--- src/rtl/sce_pkg.sv ---
package sce_pkg;

    localparam int LINE_W = 16;
    localparam int SPD_W  = 4;
    localparam int BYTE_W = 8;

    // Field positions inside the line word
    localparam int F_LEN_LO  = 0;
    localparam int F_TWOSTOP = 2;
    localparam int F_PAREN   = 4;
    localparam int F_PARODD  = 5;
    localparam int F_RXSPD   = 6;
    localparam int F_TXSPD   = 10;
    localparam int F_HALFDUP = 14;

    typedef struct packed {
        logic [3:0]       nbits;
        logic             two_stop;
        logic             par_en;
        logic             par_odd;
        logic [SPD_W-1:0] rx_spd;
        logic [SPD_W-1:0] tx_spd;
        logic             half_dup;
    } line_fmt_t;

    typedef enum logic [2:0] {
        TX_IDLE, TX_START, TX_DATA, TX_PARITY, TX_STOP
    } tx_state_e;

    typedef enum logic [2:0] {
        RX_IDLE, RX_START, RX_DATA, RX_PARITY, RX_STOP
    } rx_state_e;

    function automatic logic [BYTE_W-1:0] len_mask(input logic [3:0] n);
        logic [BYTE_W-1:0] m;
        for (int i = 0; i < BYTE_W; i++) begin
            m[i] = (4'(i) < n);
        end
        return m;
    endfunction

    function automatic logic par_bit(input logic [BYTE_W-1:0] d,
                                     input logic [3:0] n,
                                     input logic odd);
        return (^(d & len_mask(n))) ^ odd;
    endfunction

endpackage

--- src/rtl/sce_cfg.sv ---
module sce_cfg
    import sce_pkg::*;
#(
    parameter logic [LINE_W-1:0] RESET_WORD = '0
) (
    input  logic              clk,
    input  logic              rst_n,
    input  logic              we,
    input  logic [LINE_W-1:0] wdata,
    output logic [LINE_W-1:0] word_q,
    output line_fmt_t         fmt
);

    always_ff @(posedge clk or negedge rst_n) begin
        if (!rst_n) begin
            word_q <= RESET_WORD;
        end else if (we) begin
            word_q <= wdata;
        end
    end

    always_comb begin
        fmt.nbits    = 4'd5 + {2'b00, word_q[F_LEN_LO +: 2]};
        fmt.two_stop = word_q[F_TWOSTOP];
        fmt.par_en   = word_q[F_PAREN];
        fmt.par_odd  = word_q[F_PARODD];
        fmt.rx_spd   = word_q[F_RXSPD +: SPD_W];
        fmt.tx_spd   = word_q[F_TXSPD +: SPD_W];
        fmt.half_dup = word_q[F_HALFDUP];
    end

endmodule

--- src/rtl/sce_tx.sv ---
module sce_tx
    import sce_pkg::*;
#(
    parameter int OVS = 16
) (
    input  logic              clk,
    input  logic              rst_n,
    input  logic              tick,
    input  line_fmt_t         fmt,
    input  logic              in_valid,
    input  logic [BYTE_W-1:0] in_data,
    output logic              in_ready,
    output logic              txd,
    output logic              busy
);

    localparam int            CW   = $clog2(OVS);
    localparam logic [CW-1:0] LAST = CW'(OVS - 1);

    tx_state_e         st, st_nx;
    logic [CW-1:0]     cnt;
    logic [3:0]        bitn;
    logic [3:0]        nb_q;
    logic [BYTE_W-1:0] sh;
    logic              par_q;
    logic              pen_q;
    logic              extra_stop;
    logic              bit_end;

    assign bit_end = tick && (cnt == LAST);

    always_ff @(posedge clk or negedge rst_n) begin
        if (!rst_n) begin
            st <= TX_IDLE;
        end else begin
            st <= st_nx;
        end
    end

    always_comb begin
        st_nx = st;
        unique case (st)
            TX_IDLE:   if (in_valid) st_nx = TX_START;
            TX_START:  if (bit_end) st_nx = TX_DATA;
            TX_DATA:   if (bit_end && (bitn == nb_q - 4'd1))
                           st_nx = pen_q ? TX_PARITY : TX_STOP;
            TX_PARITY: if (bit_end) st_nx = TX_STOP;
            TX_STOP:   if (bit_end && !extra_stop) st_nx = TX_IDLE;
            default:   st_nx = TX_IDLE;
        endcase
    end

    always_ff @(posedge clk or negedge rst_n) begin
        if (!rst_n) begin
            cnt        <= '0;
            bitn       <= '0;
            nb_q       <= 4'd8;
            sh         <= '0;
            par_q      <= 1'b0;
            pen_q      <= 1'b0;
            extra_stop <= 1'b0;
        end else if (st == TX_IDLE) begin
            cnt  <= '0;
            bitn <= '0;
            if (in_valid) begin
                sh         <= in_data & len_mask(fmt.nbits);
                par_q      <= par_bit(in_data, fmt.nbits, fmt.par_odd);
                nb_q       <= fmt.nbits;
                pen_q      <= fmt.par_en;
                extra_stop <= fmt.two_stop;
            end
        end else if (tick) begin
            cnt <= bit_end ? '0 : cnt + 1'b1;
            if (bit_end && st == TX_DATA) begin
                sh   <= sh >> 1;
                bitn <= bitn + 4'd1;
            end
            if (bit_end && st == TX_STOP) begin
                extra_stop <= 1'b0;
            end
        end
    end

    always_comb begin
        unique case (st)
            TX_IDLE:   txd = 1'b1;
            TX_START:  txd = 1'b0;
            TX_DATA:   txd = sh[0];
            TX_PARITY: txd = par_q;
            TX_STOP:   txd = 1'b1;
            default:   txd = 1'b1;
        endcase
        in_ready = (st == TX_IDLE);
        busy     = (st != TX_IDLE);
    end

endmodule

--- src/rtl/sce_rx.sv ---
module sce_rx
    import sce_pkg::*;
#(
    parameter int OVS  = 16,
    parameter int SYNC = 2
) (
    input  logic              clk,
    input  logic              rst_n,
    input  logic              tick,
    input  line_fmt_t         fmt,
    input  logic              enable,
    input  logic              rxd,
    output logic              out_valid,
    output logic [BYTE_W-1:0] out_data,
    output logic              out_perr,
    output logic              out_ferr
);

    localparam int            CW   = $clog2(OVS);
    localparam logic [CW-1:0] LAST = CW'(OVS - 1);
    localparam logic [CW-1:0] MID  = CW'(OVS / 2 - 1);

    rx_state_e         st, st_nx;
    logic [SYNC-1:0]   sync_q;
    logic              rx_s;
    logic [CW-1:0]     cnt;
    logic [3:0]        bitn;
    logic [BYTE_W-1:0] sh;
    logic              perr_q;
    logic              mid_hit;
    logic              samp;

    always_ff @(posedge clk or negedge rst_n) begin
        if (!rst_n) begin
            sync_q <= '1;
        end else begin
            sync_q <= {sync_q[SYNC-2:0], rxd};
        end
    end

    assign rx_s    = sync_q[SYNC-1];
    assign mid_hit = tick && (cnt == MID);
    assign samp    = tick && (cnt == LAST);

    always_ff @(posedge clk or negedge rst_n) begin
        if (!rst_n) begin
            st <= RX_IDLE;
        end else begin
            st <= st_nx;
        end
    end

    always_comb begin
        st_nx = st;
        if (!enable) begin
            st_nx = RX_IDLE;
        end else begin
            unique case (st)
                RX_IDLE:   if (!rx_s) st_nx = RX_START;
                RX_START:  if (mid_hit) st_nx = rx_s ? RX_IDLE : RX_DATA;
                RX_DATA:   if (samp && (bitn == fmt.nbits - 4'd1))
                               st_nx = fmt.par_en ? RX_PARITY : RX_STOP;
                RX_PARITY: if (samp) st_nx = RX_STOP;
                RX_STOP:   if (samp) st_nx = RX_IDLE;
                default:   st_nx = RX_IDLE;
            endcase
        end
    end

    always_ff @(posedge clk or negedge rst_n) begin
        if (!rst_n) begin
            cnt       <= '0;
            bitn      <= '0;
            sh        <= '0;
            perr_q    <= 1'b0;
            out_valid <= 1'b0;
            out_data  <= '0;
            out_perr  <= 1'b0;
            out_ferr  <= 1'b0;
        end else begin
            out_valid <= 1'b0;
            unique case (st)
                RX_IDLE: begin
                    cnt <= '0;
                end
                RX_START: begin
                    if (tick) cnt <= mid_hit ? '0 : cnt + 1'b1;
                    if (mid_hit) begin
                        bitn   <= '0;
                        sh     <= '0;
                        perr_q <= 1'b0;
                    end
                end
                RX_DATA: begin
                    if (tick) cnt <= samp ? '0 : cnt + 1'b1;
                    if (samp) begin
                        sh[bitn[2:0]] <= rx_s;
                        bitn          <= bitn + 4'd1;
                    end
                end
                RX_PARITY: begin
                    if (tick) cnt <= samp ? '0 : cnt + 1'b1;
                    if (samp) perr_q <= (rx_s != par_bit(sh, fmt.nbits, fmt.par_odd));
                end
                RX_STOP: begin
                    if (tick) cnt <= samp ? '0 : cnt + 1'b1;
                    if (samp && enable) begin
                        out_valid <= 1'b1;
                        out_data  <= sh;
                        out_perr  <= perr_q;
                        out_ferr  <= !rx_s;
                    end
                end
                default: cnt <= '0;
            endcase
        end
    end

endmodule

--- src/rtl/serial_line_engine.sv ---
module serial_line_engine
    import sce_pkg::*;
#(
    parameter int OVS  = 16,
    parameter int SYNC = 2
) (
    input  logic                clk,
    input  logic                rst_n,
    input  logic                cfg_we,
    input  logic [LINE_W-1:0]   cfg_wdata,
    input  logic [(1<<SPD_W)-1:0] tick16_en,
    input  logic                tx_valid,
    input  logic [BYTE_W-1:0]   tx_data,
    output logic                tx_ready,
    output logic                txd,
    input  logic                rxd,
    output logic                rx_valid,
    output logic [BYTE_W-1:0]   rx_data,
    output logic                rx_parity_err,
    output logic                rx_break
);

    logic [LINE_W-1:0] cfg_q;
    line_fmt_t         fmt;
    logic              tx_tick;
    logic              rx_tick;
    logic              tx_busy;
    logic              rx_enable;

    sce_cfg u_cfg (
        .clk    (clk),
        .rst_n  (rst_n),
        .we     (cfg_we),
        .wdata  (cfg_wdata),
        .word_q (cfg_q),
        .fmt    (fmt)
    );

    assign tx_tick   = tick16_en[fmt.tx_spd];
    assign rx_tick   = tick16_en[fmt.rx_spd];
    assign rx_enable = (fmt.rx_spd != '0) && !(fmt.half_dup && tx_busy);

    sce_tx #(.OVS(OVS)) u_tx (
        .clk      (clk),
        .rst_n    (rst_n),
        .tick     (tx_tick),
        .fmt      (fmt),
        .in_valid (tx_valid),
        .in_data  (tx_data),
        .in_ready (tx_ready),
        .txd      (txd),
        .busy     (tx_busy)
    );

    sce_rx #(.OVS(OVS), .SYNC(SYNC)) u_rx (
        .clk       (clk),
        .rst_n     (rst_n),
        .tick      (rx_tick),
        .fmt       (fmt),
        .enable    (rx_enable),
        .rxd       (rxd),
        .out_valid (rx_valid),
        .out_data  (rx_data),
        .out_perr  (rx_parity_err),
        .out_ferr  (rx_break)
    );

endmodule

--- config.mk ---
export PLATFORM = sky130hd
export DESIGN_NAME = serial_line_engine
export DESIGN_NICKNAME = d
export VERILOG_FILES = /design/src/rtl/sce_pkg.sv /design/src/rtl/sce_cfg.sv /design/src/rtl/sce_tx.sv /design/src/rtl/sce_rx.sv /design/src/rtl/serial_line_engine.sv
export SDC_FILE = /design/constraint.sdc
export NUM_CORES = 1
export LEC_CHECK = 0
export BUFFER_PORTS_ARGS = -buffer_cell sky130_fd_sc_hd__buf_2
export CAP_MARGIN = 30
export CORE_MARGIN = 1.5
export CORE_UTILIZATION = 50
export CTS_BUF_LIST = sky130_fd_sc_hd__clkbuf_16
export DETAILED_ROUTE_END_ITERATION = 6
export GPL_TIMING_DRIVEN = 0
export HOLD_SLACK_MARGIN = 0.1
export PLACE_DENSITY = 0.73
export SETUP_SLACK_MARGIN = 0.4
export SLEW_MARGIN = 20
export SYNTH_ARGS = -nofsm -noshare
export SYNTH_HDL_FRONTEND = slang
export SYNTH_SLANG_ARGS = --single-unit
--- constraint.sdc ---
create_clock -name clk -period 2.37 [get_ports clk]
set_clock_uncertainty 0.2 [all_clocks]
set_input_delay 0.711 -clock clk [delete_from_list [all_inputs] [get_ports clk]]
set_output_delay 0.711 -clock clk [all_outputs]
set_load 0.005 [all_outputs]
==> summary.md, run 1 <==
| Metric | Value |
|---|---|
| 1st-pass router iterations | 5 |
| Gr ovfl total | 0 |
| Internal Power | 3.21 mW |
| Initial DRC count | 216 |
| CTS Sinks | 73 |
| Crit-path most repeated cell | buf_6 |
| Final setup fails | 17 |
| Layout cells sized above 1 | 0.464 |
| Crit path depth | 5 |
| Syn nets | 483 |
| Asr flop ratio synth | 1.00 |
| Hold depth | 0 |
| Clk_lat worst skew | 0.34 ns |
| Num CTS Buffers | 9 |
| Die span in x | 96.1 microns |
| Setup TNS | -0.871 ns |
| Crit end category | primary output |
| Synth Instances | 429 |
| Final WS setup | -0.0718 ns |
| Sum of buffers and inverters on the critical path | 4 |
| Worst slew pin tran | 0.521 ns |
| Sequential group share of total power | 0.336 |
| Total power | 4.90 mW |
| Syn avg cell area | 10.1 sq um |
| IO Port Bufs | 54 |
| Wire per inst | 19.3 microns |
| Via Count | 3840 |
| Leakage | 2.78 nW |
| # H-tree levels | 3 |
| Max Slew Vio Count | 0 |
| Post-Place Setup Slack | -0.259 ns |
| Largest net degree at the start of global routing | 52 |
| Gr usage total | 0.277 |
| R2R cell count | 8 |
| Nets | 590 |
| Dpl hpwl | 7200 microns |
| Vias per cell | 5.94 |
| Post-route design area | 6160 sq um |
| Yosys cell types | 62 |
| P per Cell Area | 796 nW/um^2 |
| Worst EP arrival | 1.53 ns |
| Top cell type's share of synthesized area | 0.404 |
| Root Driver | clkbuf_16 |
| Clock power share | 0.271 |
| WS Path Type | flop to primary output |
| Hold Fails Final Rpt | 0 |
| CP Launch Type | flop |
| Status | finished with violations |
| Crit-path max cell delay | 0.42 ns |
| Post-synth EDFFs | 0 |
| Final Wtd Congestion | 0.912 |
| Register area share after synthesis | 0.422 |
| Syn. warnings | 0 |
| TritonCTS clock tree | built |
| Final min period | 2.44 ns |
| Violated checks | negative setup slack |
| Synth-to-Final Area Change | 42.1% |
| Commonest non-fill, non-tap cells in the layout | 68 x dfrtp_1, 53 x buf_2, 47 x nand2_1 |
| Clock buffer depth | 2 |
| Area after DPL | 4900 sq um |
| Net Sw Frac | 0.345 |
| Largest cells by area after synthesis | dfrtp_1 40%, mux2_2 6.5%, mux2i_1 5.1% |
| Post-synthesis cell area | 4340 sq um |
| Synthesized flop and latch total | 73 |
| Die Y | 96.1 microns |
| Max Fanout on Critical Path | 3 |
| N_diodes | 0 |
| Max Cap Violations | 0 |
| Relative slew margins | 0.650 |
| Synth area leader | dfrtp_1 |
| FILL cells | 530 |
| Cell chain of the critical path | buf_6 -> or3_4 -> clkinv_4 -> clkbuf_16 -> buf_6 |
| Max frequency | 0.410 GHz |
| Die area | 9240 sq um |
| Final Cycle Share | 1.03 |
| DRT Wirelength | 12500 microns |
| Highest-delay cell along the critical path | or3_4 |
| Post-DRT Antenna Nets | 0 |
| Combinational power share | 0.392 |
| IO Pins | 58 |
| Vias in the first global route | 3893 |
| Crit path max-delay family | simple AND/OR/NAND/NOR gates |
| Drt drc | 0 |
| Main synth FF type | dfrtp_1 |
| Worst hold slack | 0.161 ns |
| Hold Path Class | flop to flop |
| Net switching power | 1.69 mW |
| # rows | 33 |
| CORE AREA | 8300 sq um |
| Initial antenna violation count | 0 |
| Max VDD drop | 0.000472 V |
| Global-route wire length before repair | 19200 microns |
| Worst EP required | 1.46 ns |
| Most common cell after layout, fill and taps aside | dfrtp_1 |
| Starting Density | 0.522 |
| Unrepaired setup endpoints after global routing | yes |
| Clock Pin Slew Worst Setup and Hold Paths | 0.06 ns |
## worst paths after layout
kind / from / slack (ns) / to
setup / recovery: u_tx.st[1]$_DFFE_PN0P_ / -0.07 / tx_ready
hold / removal: u_rx.sync_q[0]$_DFF_PN1_ / 0.16 / u_rx.sync_q[1]$_DFF_PN1_
setup reg to reg: u_tx.st[1]$_DFFE_PN0P_ / -0.07 / u_tx.sh[5]$_DFFE_PN0P_
hold reg to reg: u_rx.sync_q[0]$_DFF_PN1_ / 0.16 / u_rx.sync_q[1]$_DFF_PN1_
max in group asynchronous: rst_n / 0.75 / u_tx.nb_q[3]$_DFFE_PN1P_
min in group asynchronous: rst_n / 0.62 / u_cfg.word_q[11]$_DFFE_PN0P_
## cell families (layout without fill, tap and decap cells)
family,count (synthesis),after routing,share of synthesized area
and+or+nand+nor,131,131,0.159
AOI/OAI and AO/OA,87,87,0.141
DFF,73,73,0.422
muxes,57,57,0.152
buffers and inverters,45,157,0.0450
xor gates and xnor gates,27,27,0.0545
adders and majority gates,9,9,0.0260
## metal layers
layer,share of wire,vias up,GRT usage
li1,-,1764,-
met3,0.039,42,0.0506
met5,0,-,0
met4,0.037,0,0.132
met2,0.52,108,0.483
met1,0.40,1926,0.328
## power groups by stage
stage,sequential (mW),combinational (mW),clock [mW]
floorplan,1.60,0.994,0
finish,1.65,1.92,1.33
detailed placement,1.65,1.30,0
CTS,1.64,1.71,1.34
global route,1.67,2.06,1.40
global placement,1.63,1.24,0
## worst reg2reg max path, stage by stage (launching register included)
cell and delay, ns:
dfrtp_1 0.36, buf_6 0.11, buf_4 0.10, buf_6 0.09, or3b_4 0.38, or3_4 0.35
o22ai_4 0.27, a21oi_4 0.13, mux2_4 0.34
## sequential cells by signal (all words and copies together) (netlist names), 8 cells and up
register and count:
u_cfg.word_q 14, u_rx.out_data 8, u_rx.sh 8, u_tx.sh 8
## final cells by class
type / instances / area, sq um / share of cell area
Timing Repair Buffer: 96 / 702 / 0.114
Sequential cell: 73 / 1830 / 0.298
Clock buffer: 9 / 225 / 0.0366
Multi-Input combinational cell: 311 / 2870 / 0.467
Clock inverter: 7 / 63.8 / 0.0104
Inverter: 20 / 80.1 / 0.0130
Tap cell: 105 / 131 / 0.0213
Buffer: 25 / 250 / 0.0406
## cell usage after synthesis (3+ instances only)
master and count:
a21o_1 3, a21oi_1 11, and2_1 8, and3_1 4, buf_2 6, buf_4 3
clkbuf_1 14, dfrtp_1 70, dfstp_2 3, ha_1 9, inv_1 19, mux2_1 6
mux2_2 25, mux2i_1 22, mux4_2 4, nand2_1 51, nand2b_1 7, nand3_1 6
nand3b_1 6, nand4_1 4, nor2_1 16, nor2b_1 3, nor3_1 3, o211ai_1 3
o21ai_0 23, o221ai_1 3, o22ai_1 5, o31ai_1 10, o41ai_1 10, or3_1 6
xnor2_1 22, xor2_1 5
## repair_timing
action | 4_1_cts | 5_1_grt
gates resized for setup | 110 | 36
hold buffers | 1 | 0
pin swaps | 43 | 15
buffers inserted | 28 | 10
hold endpoints to repair | 22 | 0
setup endpoints to repair | 53 | 59
cloned | 2 | 0
## through the flow
step | utilization | std cells
after floorplan | - | 429
after global placement | 0.586 | 588
after detailed placement | 0.590 | 589
after CTS | 0.715 | 636
after global routing | 0.742 | 646
final | 0.742 | 646
Power figures use the tool's default switching activity.
==> run 2, diff against run 1 <==
--- a/config.mk
+++ b/config.mk
@@ -7,7 +7,7 @@
 export LEC_CHECK = 0
 export BUFFER_PORTS_ARGS = -buffer_cell sky130_fd_sc_hd__buf_2
 export CAP_MARGIN = 30
-export CORE_MARGIN = 1.5
+export CORE_MARGIN = 3
 export CORE_UTILIZATION = 50
 export CTS_BUF_LIST = sky130_fd_sc_hd__clkbuf_16
 export DETAILED_ROUTE_END_ITERATION = 6
==> summary.md, run 2 (synthesized netlist as in run 1, its figures left out) <==
| Metric | Value |
|---|---|
| Most common cell after layout, fill and taps aside | dfrtp_1 |
| Final WS setup | -0.0513 ns |
| WS Path Type | flop to primary output |
| Hold Fails Final Rpt | 0 |
| Vias per cell | 6.11 |
| IO Port Bufs | 54 |
| Final setup fails | 10 |
| Unrepaired setup endpoints after global routing | yes |
| Max Slew Vio Count | 0 |
| Die Y | 99.1 microns |
| Hold Path Class | primary input to asynchronous set/reset pin |
| CORE AREA | 8300 sq um |
| Via Count | 3972 |
| Vias in the first global route | 4080 |
| IO Pins | 58 |
| Final Wtd Congestion | 0.881 |
| Root Driver | clkbuf_16 |
| Relative slew margins | 0.626 |
| Dpl hpwl | 7430 microns |
| Cell chain of the critical path | buf_6 -> or3_4 -> clkinv_4 -> clkbuf_16 -> buf_6 |
| Clk_lat worst skew | 0.33 ns |
| Violated checks | negative setup slack |
| Number of flip-flops under the largest register name | 14 |
| Die span in x | 99.1 microns |
| Max frequency | 0.413 GHz |
| Crit end category | primary output |
| Worst EP required | 1.46 ns |
| DRT Wirelength | 13000 microns |
| Total power | 5.01 mW |
| Gr usage total | 0.260 |
| TritonCTS clock tree | built |
| CP Launch Type | flop |
| Commonest non-fill, non-tap cells in the layout | 68 x dfrtp_1, 52 x buf_2, 48 x nand2_1 |
| Gr ovfl total | 0 |
| Worst slew pin tran | 0.559 ns |
| Wire per inst | 20.0 microns |
| Highest-delay cell along the critical path | or3_4 |
| Area after DPL | 4900 sq um |
| CTS Sinks | 73 |
| FILL cells | 497 |
| Global-route wire length before repair | 20500 microns |
| Clock Pin Slew Worst Setup and Hold Paths | 0.06 ns |
| Top reg by flops | u_cfg.word_q |
| Starting Density | 0.522 |
| Initial DRC count | 199 |
| N_diodes | 0 |
| Initial antenna violation count | 0 |
| Crit-path max cell delay | 0.41 ns |
| Synth-to-Final Area Change | 46.6% |
| Crit-path most repeated cell | buf_6 |
| # H-tree levels | 3 |
| Nets | 594 |
| Worst EP arrival | 1.51 ns |
| Post-DRT Antenna Nets | 0 |
| 1st-pass router iterations | 7 |
| Max VDD drop | 0.000545 V |
| Leakage | 2.80 nW |
| # rows | 33 |
| Largest net degree at the start of global routing | 47 |
| Status | finished with violations |
| Die area | 9820 sq um |
| Clock buffer depth | 2 |
| Post-route design area | 6360 sq um |
| Max Fanout on Critical Path | 3 |
| Final Cycle Share | 1.02 |
| Final min period | 2.42 ns |
| Max Cap Violations | 0 |
| Layout cells sized above 1 | 0.459 |
| Drt drc | 0 |
| P per Cell Area | 788 nW/um^2 |
| Num CTS Buffers | 9 |
-- run 2: cell count changes in the layout (fill, tap and decap cells not counted), sizes merged --
cell	previous run	this run
dlygate4sd3	1	0
buf	109	111
clkinv	4	5
inv	21	19
bufinv	1	2
clkbuf	20	23
-- run 2: cell type report --
type,instances,area [sq um],share of cell area
Clock buffer,9,225,0.0354
Tap cell,105,131,0.0207
Timing Repair Buffer,100,812,0.128
Sequential cell,73,1830,0.288
Clock inverter,7,85.1,0.0134
Multi-Input combinational cell,311,2940,0.463
Inverter,20,80.1,0.0126
Buffer,25,248,0.0390
-- run 2: report_power, final --
group / internal, mW / leakage, nW / total, mW / switching, mW
clock: 0.910 / 0.150 / 1.43 / 0.518
sequential: 1.46 / 0.930 / 1.65 / 0.194
combinational: 0.920 / 1.72 / 1.92 / 1.01
total: 3.29 / 2.80 / 5.01 / 1.72
-- run 2: per-stage QoR --
stage               setup slack [ns]  std cells  hold WS, ns   util  TNS [ns]
finish                       -0.0513        650        0.104  0.766    -0.292
global route                 -0.0867        650        0.129  0.766    -0.974
CTS                          -0.0817        642        0.124  0.734    -0.127
detailed placement            -0.331        589        0.147  0.590     -6.39
global placement              -0.228        588        0.147  0.586    -11.18
floorplan                     0.0990        429        0.145      -         0
-- run 2: layer usage --
layer | GRT usage | share of wire | vias up
li1 | - | - | 1776
met1 | 0.310 | 0.38 | 1999
met2 | 0.457 | 0.54 | 153
met3 | 0.0470 | 0.049 | 44
met4 | 0.119 | 0.032 | 0
met5 | 0 | 0 | -
-- run 2: what timing repair did --
action	4_1_cts	5_1_grt
setup endpoints to repair	53	54
setup buffers	32	8
hold buffers	0	0
cloned	5	0
pin swaps	37	19
resized for setup	132	34
-- run 2: final timing paths --
| kind | start | endpoint | slack [ns] | cells past startpoint |
|---|---|---|---|---|
| max | u_tx.st[1]$_DFFE_PN0P_ | tx_ready | -0.05 | 5 |
| max in group asynchronous | rst_n | u_tx.nb_q[3]$_DFFE_PN1P_ | 1.24 | 2 |
| max reg2reg | u_tx.st[1]$_DFFE_PN0P_ | u_rx.out_data[6]$_DFFE_PN0P_ | -0.04 | 7 |
| min reg2reg | u_rx.sync_q[0]$_DFF_PN1_ | u_rx.sync_q[1]$_DFF_PN1_ | 0.16 | 0 |
| min | rst_n | u_cfg.word_q[11]$_DFFE_PN0P_ | 0.10 | 1 |
| min in group clk | u_rx.sync_q[0]$_DFF_PN1_ | u_rx.sync_q[1]$_DFF_PN1_ | 0.16 | 0 |
-- run 2: critical path, delay by kind of cell (launching register included) --
family	cells	cell delay [ns]
flops	1	0.38
buf+inv	4	0.39
simple gates	1	0.41
==> run 3, diff against run 2 <==
--- a/config.mk
+++ b/config.mk
@@ -13,7 +13,7 @@
 export DETAILED_ROUTE_END_ITERATION = 6
 export GPL_TIMING_DRIVEN = 0
 export HOLD_SLACK_MARGIN = 0.1
-export PLACE_DENSITY = 0.73
+export PLACE_DENSITY = 0.75
 export SETUP_SLACK_MARGIN = 0.4
 export SLEW_MARGIN = 20
 export SYNTH_ARGS = -nofsm -noshare
==> summary.md, run 3 (synthesized netlist as in run 1, its figures left out) <==
| Metric | Value |
|---|---|
| Status | finished with violations |
| Violated checks | negative setup slack |
| Vias in the first global route | 3969 |
| Clk_lat worst skew | 0.33 ns |
| Initial antenna violation count | 0 |
| # hold bufs at CTS | 0 |
| Seq. cell area | 1840 sq um |
| Multi-input gate area | 3120 sq um |
| Max Slew Vio Count | 0 |
| Max Fanout on Critical Path | 3 |
| # rows | 33 |
| Global-route wire length before repair | 19900 microns |
| Total power | 5.11 mW |
| Nets | 590 |
| Crit end category | primary output |
| Initial DRC count | 173 |
| Post-Place Setup Slack | -0.252 ns |
| Hold Path Class | primary input to asynchronous set/reset pin |
| Final WS setup | -0.0599 ns |
| Max frequency | 0.412 GHz |
| Worst EP required | 1.46 ns |
| Clock Pin Slew Worst Setup and Hold Paths | 0.06 ns |
| Wire per inst | 19.8 microns |
| Commonest non-fill, non-tap cells in the layout | 65 x dfrtp_1, 54 x buf_2, 46 x nand2_1 |
| Gr ovfl total | 0 |
| Num CTS Buffers | 9 |
| Top reg by flops | u_cfg.word_q |
| Final Wtd Congestion | 0.895 |
| Worst slew pin tran | 0.589 ns |
| Die area | 9820 sq um |
| Most common cell after layout, fill and taps aside | dfrtp_1 |
| Max VDD drop | 0.000407 V |
| FILL cells | 460 |
| 1st-pass router iterations | 5 |
| N_diodes | 0 |
| Relative slew margins | 0.607 |
| Starting Density | 0.522 |
| Dpl hpwl | 7090 microns |
| CTS Sinks | 73 |
| Final min period | 2.43 ns |
| Largest net degree at the start of global routing | 49 |
| Post-DRT Antenna Nets | 0 |
| TritonCTS clock tree | built |
| Die Y | 99.1 microns |
| Worst EP arrival | 1.52 ns |
| P per Cell Area | 790 nW/um^2 |
| Layout cells sized above 1 | 0.492 |
| Final setup fails | 11 |
| CORE AREA | 8300 sq um |
| Root Driver | clkbuf_16 |
| Final Cycle Share | 1.03 |
| Unrepaired setup endpoints after global routing | yes |
| DRT Wirelength | 12800 microns |
| CP Launch Type | flop |
| Gr usage total | 0.253 |
| Hold Fails Final Rpt | 0 |
| Clock buffer depth | 2 |
| Max Cap Violations | 0 |
| Synth-to-Final Area Change | 49.1% |
| Die span in x | 99.1 microns |
| Vias per cell | 6.00 |
| IO Pins | 58 |
| IO Port Bufs | 54 |
| Via Count | 3877 |
| Number of flip-flops under the largest register name | 14 |
| Drt drc | 0 |
| Leakage | 2.80 nW |
| # H-tree levels | 3 |
| WS Path Type | flop to primary output |
-- run 3: area by class of cell --
type	count	share of cell area
multi-input combinational	311	0.483
sequential	73	0.284
timing repair buffer	96	0.112
buffer	25	0.0395
clock buffer	9	0.0348
tap	105	0.0203
clock inverter	7	0.0134
inverter	20	0.0124
-- run 3: timing repair --
| item | CTS | global route |
|---|---|---|
| setup buffers | 30 | 9 |
| pin swaps | 28 | 34 |
| endpoints found under the setup margin | 53 | 57 |
| cloned | 1 | 1 |
| resized for setup | 129 | 64 |
-- run 3: power by group --
part           internal (mW)  switching (mW)  leakage, nW
logic                  0.979            1.01         1.72
clock network          0.912           0.532        0.158
registers               1.46           0.209        0.926
-- run 3: per-layer routing --
metal | up-vias | GRT usage | routed length (microns)
met5 | - | 0 | 0
met4 | 0 | 0.0641 | 294
met3 | 25 | 0.0484 | 521
met2 | 119 | 0.457 | 6880
met1 | 1959 | 0.310 | 5110
li1 | 1774 | - | -
-- run 3: critical path, stage by stage, from the launching register on --
cell and delay (ns):
dfrtp_1 0.37, buf_6 0.12, or3_4 0.43, clkinv_4 0.07, clkbuf_16 0.12, buf_6 0.08
-- run 3: through the flow --
stage	hold WS (ns)	TNS, ns	util	instances	area [sq um]
final	0.0956	-0.419	0.779	646	6470
after global routing	0.118	-1.13	0.779	646	6470
after CTS	0.106	-0.295	0.731	636	6070
after detailed placement	0.147	-5.69	0.590	589	4900
after global placement	0.148	-10.76	0.586	588	4870
after floorplan	0.145	0	-	429	4470
-- run 3: worst paths after layout --
check                           slack, ns                startpoint                          end  depth (start not counted)
min in group clk                     0.16  u_rx.sync_q[0]$_DFF_PN1_     u_rx.sync_q[1]$_DFF_PN1_                          0
worst min-delay path                  0.1                     rst_n  u_cfg.word_q[2]$_DFFE_PN0P_                          1
worst min register to register       0.16  u_rx.sync_q[0]$_DFF_PN1_     u_rx.sync_q[1]$_DFF_PN1_                          0
worst max-delay path                -0.06    u_tx.st[1]$_DFFE_PN0P_                     tx_ready                          5
max in group asynchronous            1.27                     rst_n     u_tx.nb_q[3]$_DFFE_PN1P_                          2
worst max register to register      -0.05    u_tx.st[1]$_DFFE_PN0P_    u_rx.out_perr$_DFFE_PN0P_                          8
